<file path="src/rtl/cg_pkg.sv">
package cg_pkg;
  parameter int ADDR_W = 8;
  parameter int DATA_W = 32;
  parameter logic [ADDR_W-1:0] OFS_ENABLE = 8'h00;
  parameter logic [ADDR_W-1:0] OFS_HINT   = 8'h04;
  parameter logic [ADDR_W-1:0] OFS_STATUS = 8'h08;
endpackage

</file>
<file path="src/rtl/cg_sync.sv">
module cg_sync #(
  parameter int WIDTH  = 3,
  parameter int STAGES = 2
) (
  input  logic             clk,
  input  logic             rst,
  input  logic [WIDTH-1:0] d_in,
  output logic [WIDTH-1:0] d_out
);
  logic [STAGES-1:0][WIDTH-1:0] chain;

  always_ff @(posedge clk) begin
    if (rst) chain[0] <= '0;
    else     chain[0] <= d_in;
  end

  for (genvar s = 1; s < STAGES; s++) begin : g_stage
    always_ff @(posedge clk) begin
      if (rst) chain[s] <= '0;
      else     chain[s] <= chain[s-1];
    end
  end

  assign d_out = chain[STAGES-1];
endmodule

</file>
<file path="src/rtl/cg_hint_gate.sv">
module cg_hint_gate (
  input  logic clk,
  input  logic rst,
  input  logic hint,
  input  logic idle_s,
  output logic en
);
  logic en_q;

  // Clock stops only with permission (hint low) and a quiet unit.
  always_ff @(posedge clk) begin
    if (rst) en_q <= 1'b1;
    else     en_q <= hint | ~idle_s;
  end

  assign en = en_q;

  assert_off_needs_idle_R4: assert property (@(posedge clk) disable iff (rst)
    $fell(en_q) |-> $past(idle_s && !hint));
endmodule

</file>
<file path="src/rtl/cg_regbank.sv">
module cg_regbank
  import cg_pkg::*;
#(
  parameter int N_PERI  = 2,
  parameter int N_ACCEL = 3
) (
  input  logic               clk,
  input  logic               rst,
  input  logic [ADDR_W-1:0]  addr,
  input  logic               we,
  input  logic [DATA_W-1:0]  wdata,
  input  logic [N_ACCEL-1:0] status,
  output logic [N_PERI-1:0]  peri_q,
  output logic [N_ACCEL-1:0] hint_q,
  output logic [DATA_W-1:0]  rdata
);
  localparam int PAD_P = DATA_W - N_PERI;
  localparam int PAD_A = DATA_W - N_ACCEL;

  logic [DATA_W-1:0] rd_next;
  logic              hit_en, hit_hint, hit_stat;
  logic              unused_wdata;

  assign hit_en   = (addr == OFS_ENABLE);
  assign hit_hint = (addr == OFS_HINT);
  assign hit_stat = (addr == OFS_STATUS);
  assign unused_wdata = ^wdata[DATA_W-1:N_ACCEL];

  always_ff @(posedge clk) begin
    if (rst) begin
      peri_q <= '1;
      hint_q <= '1;
    end else if (we) begin
      if (hit_en)   peri_q <= wdata[N_PERI-1:0];
      if (hit_hint) hint_q <= wdata[N_ACCEL-1:0];
    end
  end

  always_comb begin
    rd_next = '0;
    if (hit_en)   rd_next = {{PAD_P{1'b0}}, peri_q};
    if (hit_hint) rd_next = {{PAD_A{1'b0}}, hint_q};
    if (hit_stat) rd_next = {{PAD_A{1'b0}}, status};
  end

  always_ff @(posedge clk) begin
    if (rst) rdata <= '0;
    else     rdata <= rd_next;
  end

  assert_peri_write_R2: assert property (@(posedge clk) disable iff (rst)
    (we && addr == OFS_ENABLE) |=> peri_q == $past(wdata[N_PERI-1:0]));
  assert_status_read_R6: assert property (@(posedge clk) disable iff (rst)
    (addr == OFS_STATUS) |=> rdata == {{PAD_A{1'b0}}, $past(status)});
  assert_status_ro_R7: assert property (@(posedge clk) disable iff (rst)
    (we && addr == OFS_STATUS) |=> ($stable(hint_q) && $stable(peri_q)));
endmodule

</file>
<file path="src/rtl/hinted_clk_gate_ctrl.sv">
module hinted_clk_gate_ctrl
  import cg_pkg::*;
#(
  parameter int N_PERI      = 2,
  parameter int N_ACCEL     = 3,
  parameter int SYNC_STAGES = 2
) (
  input  logic               clk,
  input  logic               rst,
  input  logic [ADDR_W-1:0]  bus_addr,
  input  logic               bus_we,
  input  logic [DATA_W-1:0]  bus_wdata,
  output logic [DATA_W-1:0]  bus_rdata,
  input  logic [N_ACCEL-1:0] idle_async,
  output logic [N_PERI-1:0]  peri_en,
  output logic [N_ACCEL-1:0] accel_en
);
  logic [N_ACCEL-1:0] hint_q;
  logic [N_ACCEL-1:0] idle_s;

  cg_regbank #(.N_PERI(N_PERI), .N_ACCEL(N_ACCEL)) u_regs (
    .clk(clk), .rst(rst), .addr(bus_addr), .we(bus_we), .wdata(bus_wdata),
    .status(accel_en), .peri_q(peri_en), .hint_q(hint_q), .rdata(bus_rdata)
  );

  cg_sync #(.WIDTH(N_ACCEL), .STAGES(SYNC_STAGES)) u_sync (
    .clk(clk), .rst(rst), .d_in(idle_async), .d_out(idle_s)
  );

  for (genvar i = 0; i < N_ACCEL; i++) begin : g_unit
    cg_hint_gate u_gate (
      .clk(clk), .rst(rst), .hint(hint_q[i]), .idle_s(idle_s[i]), .en(accel_en[i])
    );

    assert_busy_keeps_on_R4: assert property (@(posedge clk) disable iff (rst)
      !idle_s[i] |=> accel_en[i]);
    assert_hint_keeps_on_R5: assert property (@(posedge clk) disable iff (rst)
      hint_q[i] |=> accel_en[i]);
  end
endmodule

</file>
<file path="config.mk">
export PLATFORM = sky130hd
export DESIGN_NAME = hinted_clk_gate_ctrl
export DESIGN_NICKNAME = d
export VERILOG_FILES = /design/src/rtl/cg_pkg.sv /design/src/rtl/cg_sync.sv /design/src/rtl/cg_hint_gate.sv /design/src/rtl/cg_regbank.sv /design/src/rtl/hinted_clk_gate_ctrl.sv
export SDC_FILE = /design/constraint.sdc
export NUM_CORES = 1
export LEC_CHECK = 0
export ABC_AREA = 1
export BUFFER_PORTS_ARGS = -buffer_cell sky130_fd_sc_hd__buf_2
export CAP_MARGIN = 25
export CORE_MARGIN = 2
export CORE_UTILIZATION = 37
export DETAILED_ROUTE_END_ITERATION = 8
export GPL_TIMING_DRIVEN = 0
export PLACE_DENSITY = 0.91
export REMOVE_ABC_BUFFERS = 1
export SETUP_SLACK_MARGIN = 0.2
export SLEW_MARGIN = 0
export SYNTH_ARGS = -nofsm -noshare
export SYNTH_HDL_FRONTEND = slang
export SYNTH_SLANG_ARGS = --single-unit
</file>
<file path="constraint.sdc">
create_clock -name clk -period 0.9 [get_ports clk]
set_clock_uncertainty 0.1 [all_clocks]
set_input_delay 0.09 -clock clk [delete_from_list [all_inputs] [get_ports clk]]
set_output_delay 0.09 -clock clk [all_outputs]
set_load 0.02 [all_outputs]
</file>
## Word level (Yosys, flattened, before mapping)

Index checks and enable logic that the tools add are counted.

- Reductions and logical operators: 4
- Equality and inequality tests: 2
- Muxes and demuxes: 3
- Bitwise logic cells: 6

Operator list:

| cell | count |
|---|---|
| == test 8 x 3 -> 1 bit, second input constant | 1 |
| == test 8 x 4 -> 1 bit, second input constant | 1 |
| logical NOT 8 bit | 1 |
| 2-to-1 mux 3 bit | 2 |
| AND reduction 2 bit | 2 |
| NOT 1 bit | 3 |
| OR 1 bit | 3 |
| OR reduction 3 bit | 1 |
| 2-to-1 mux 2 bit | 1 |

- Bits in registers: 46
- Output and inout port bits: 37

## Depth between registers and ports, before layout

- Depth in word-level cells: 4
- Mapped depth: 8
- Depth with buffers taken out: 8

## By module

From an unflattened synthesis, not the netlist that was laid out.

- Cells, all modules: 131
- Area total of the unflattened synthesis: 965.9 um^2

Modules (own cells, without submodules):

| module | sequential area each (um^2) | times used | cells each | area an instance (um^2) |
|---|---|---|---|---|
| cg_regbank | 160.2 | 1 | 98 | 680.7 |
| cg_sync | 120.1 | 1 | 21 | 187.7 |
| cg_hint_gate | 20.0 | 3 | 4 | 32.5 |

## Worst setup path before layout

Ideal clock, no wire load.

- Path type: input to register
- Start point: input bus_addr[5]
- End point: register u_regs.peri_q[0]
- Stages on the path: 6
- Setup slack: 0.053 ns
- Setup time: 0.122 ns
- Arrival: 0.626 ns
- Path through: nor2_2 -> nand2_4 -> nor2_4 -> nand2_1 -> nand2_1 -> nand3_1

- Longest elaborated chain between the ends: 2

RTL lines:

| item | line | source |
|---|---|---|
| from (decl) | hinted_clk_gate_ctrl.sv:10 | `input logic [ADDR_W-1:0] bus_addr,` |
| logical NOT 8 bit | cg_regbank.sv:24 | `assign hit_en = (addr == OFS_ENABLE);` |
| AND reduction 2 bit (no source line) | -- |  |
| to (signal assigned) | cg_regbank.sv:34 | `if (hit_en) peri_q <= wdata[N_PERI-1:0];` |
| to (decl) | cg_regbank.sv:13 | `output logic [N_PERI-1:0] peri_q,` |

No other way between the ends.
A chain may end at the register's enable or synchronous reset.

## Worst setup path after layout

- Start point: register u_regs.peri_q[0]
- End point: output peri_en[0]

RTL lines:

| item | line | source |
|---|---|---|
| to (decl) | hinted_clk_gate_ctrl.sv:15 | `output logic [N_PERI-1:0] peri_en,` |

No word-level cell between the ends.

==> reports/qor.yml <==
max_freq_mhz: 1050
routed_wl_um: 1550
drv_cap: 0
hpwl_um: 1100
syn_inst: 123
p_total_mw: 1.40
power_frac_seq_pct: 54.7
hold_slack_ps: -87.5
irDropWorstVdd_mv: 1.15
switching_share_pct: 29.3
cpMaxStageDelayCell: "dfxtp_2"
synth-seq-cells: 17
crit_fanout: 3
dieHeight_um: 54.7
crit_type: "reg -> out"
path_clk_slew_ps: 100
overflow: 0
io_pins: 83
crit_buf_inv: 1
path_depth: 1
hold_violations: 8
ant_nets: 0
combPwrFrac_pct: 17.5
clockPowerShare_pct: 27.8
drive_gt1_share_pct: 43.9
min_period_over_period_pct: 106
rsz0062_at_grt: "yes"
violations: "negative hold slack, negative setup slack"
power_density_nw_per_um2: 1190
min_period_ps: 955
cts_buffer_depth: 2
yosysTopAreaCell: "dfxtp_1"
arrival_ps: 770
crit_family: "flip-flops"
start_kind: "flip-flop"
synth_cell_type_count: 18
post_drt_wl_per_cell_um: 8.72
final_cells: 178
multiInputGateArea_um2: 474
intPower_uw: 994
grt_pass1_wl_um: 2300
post-place-ws_ps: -136
grt_max_degree: 11
r2r_cells: 5
area_growth_pct: 24.6
fp.dieW_um: 54.7
worstHoldPathType: "in -> reg"
initial_core_util_pct: 38.7
cts_tree: "built"
dp.cells: 172
antenna_found_initial: 0
gp_congestion: 0.727
power_leakage_nw: 0.613
cts_buffers: 3
cts_sinks: 17
drc: 0
grt_pass1_vias: 573
nets: 195
setup_viol: 8
n_antenna_cell: 0
slew_viol_final: 0
ys_warn_count: 0
insertion_delay_ps: 290
cp-end-kind: "output port"
r2r_end: "u_regs.rdata[1]"
setup_ws_ps: -55.2
drtIter0Drc: 6
vias: 684
fillers: 246
timing.rr.start: "u_regs.peri_q[1]"
layout_common_cells: "29 x conb_1, 14 x inv_1, 14 x buf_6"
syn_area_um2: 951
worstPathCellList: "buf_6"
critPathLaunch: "u_regs.peri_q[0]"
synth.avg_cell_area_um2: 7.73
via_per_inst: 3.84
endpoint: "peri_en[0]"
crit_required_ps: 710
synth_top_area_share_pct: 35.8
ys_top_cells_by_area: "dfxtp_1 36%, buf_4 25%, nand2_1 6.7%, nand3_1 6.3%, inv_1 5.9%"
drt_first_pass_iters: 3
r2r_setup_slack_ps: 50
regArea_um2: 354
dieArea_um2: 2990
fp.coreArea_um2: 2450
status: "complete, but fails checks"
port_buffers: 24
htree_levels: 1
min_path_cells: 3
mostFrequentLayoutCell: "conb_1"
cpPeakStageDelay_ps: 360
p_sw_uw: 411
num_rows: 18
ys_seq_area_share_pct: 35.8
grt_use_total_pct: 11.1
cts_root_buf: "clkbuf_4"
-- worst min-delay path by stage --
| stage | start | to | slack (ps) |
|---|---|---|---|
| floorplan | rst | u_regs.rdata[2] | 50 |
| global placement | idle_async[2] | u_sync.chain[2] | 190 |
| detailed placement | idle_async[0] | u_sync.chain[0] | 200 |
| CTS | idle_async[1] | u_sync.chain[1] | -90 |
| global route | idle_async[0] | u_sync.chain[0] | -90 |
| finish | idle_async[2] | u_sync.chain[2] | -90 |
-- power groups by stage --
stage | Clock [mW] | Combinational [mW] | Sequential (mW)
after floorplan | 0 | 0.153 | 0.787
after global placement | 0 | 0.209 | 0.786
after detailed placement | 0 | 0.210 | 0.786
after CTS | 0.398 | 0.234 | 0.769
final | 0.390 | 0.246 | 0.769
after global routing | 0.435 | 0.270 | 0.771
-- registers in the layout, summed over array words and instances (netlist names) --
signal and flops:
g_unit.u_gate.en 3, u_regs.hint_q 3, u_regs.rdata 3, u_sync.chain 3, u_sync.d_out 3, u_regs.peri_q 2
-- kinds of logic after synthesis --
kind of cell | share of synthesized area [%]
buffers and inverters | 32.5
and+or+nand+nor | 29.3
AOI/OAI and AO/OA | 1.97
other | 0.394
DFF | 35.8
-- Yosys cell counts --
cell,instances
buf_4,32
dfxtp_1,17
nand2_1,17
inv_1,15
nand3_1,12
nor2_1,8
nor2_2,4
nand3b_1,3
nor2_4,3
a21oi_1,2
inv_2,2
nand2_2,2
a21oi_2,1
buf_2,1
conb_1,1
nand2_4,1
nand3_2,1
nor3_2,1
-- layout make-up --
type / count / share of cell area (%)
Clock buffer: 3 / 1.90
Inverter: 17 / 5.39
Multi-Input combinational cell: 84 / 40.0
Clock inverter: 1 / 0.422
Timing Repair Buffer: 26 / 19.2
Sequential cell: 17 / 29.9
Tap cell: 30 / 3.17
-- routing by layer --
metal | track usage [%] | vias up | routed length [um]
met3 | 4.92 | 0 | 111
li1 | - | 362 | -
met2 | 23.2 | 24 | 895
met4 | 1.25 | 0 | 0
met1 | 9.67 | 298 | 546
met5 | 0 | - | 0
-- per-stage QoR --
step / cell area (um2) / setup TNS (ps) / hold WS, ps / util (%)
after floorplan: 811 / 0 / 52.4 / -
after global placement: 968 / -651 / 192 / 39.4
after detailed placement: 968 / -862 / 197 / 39.4
after CTS: 1150 / -329 / -93.7 / 46.9
after global routing: 1180 / -528 / -92.5 / 48.3
final: 1180 / -296 / -87.5 / 48.3
-- repair_timing --
item,in CTS,in global routing
gates resized for setup,45,6
setup endpoints to repair,18,18
setup buffers,2,0
endpoints found under the hold margin,9,8
pin swaps,11,13
(Power assumes the default switching activity.)
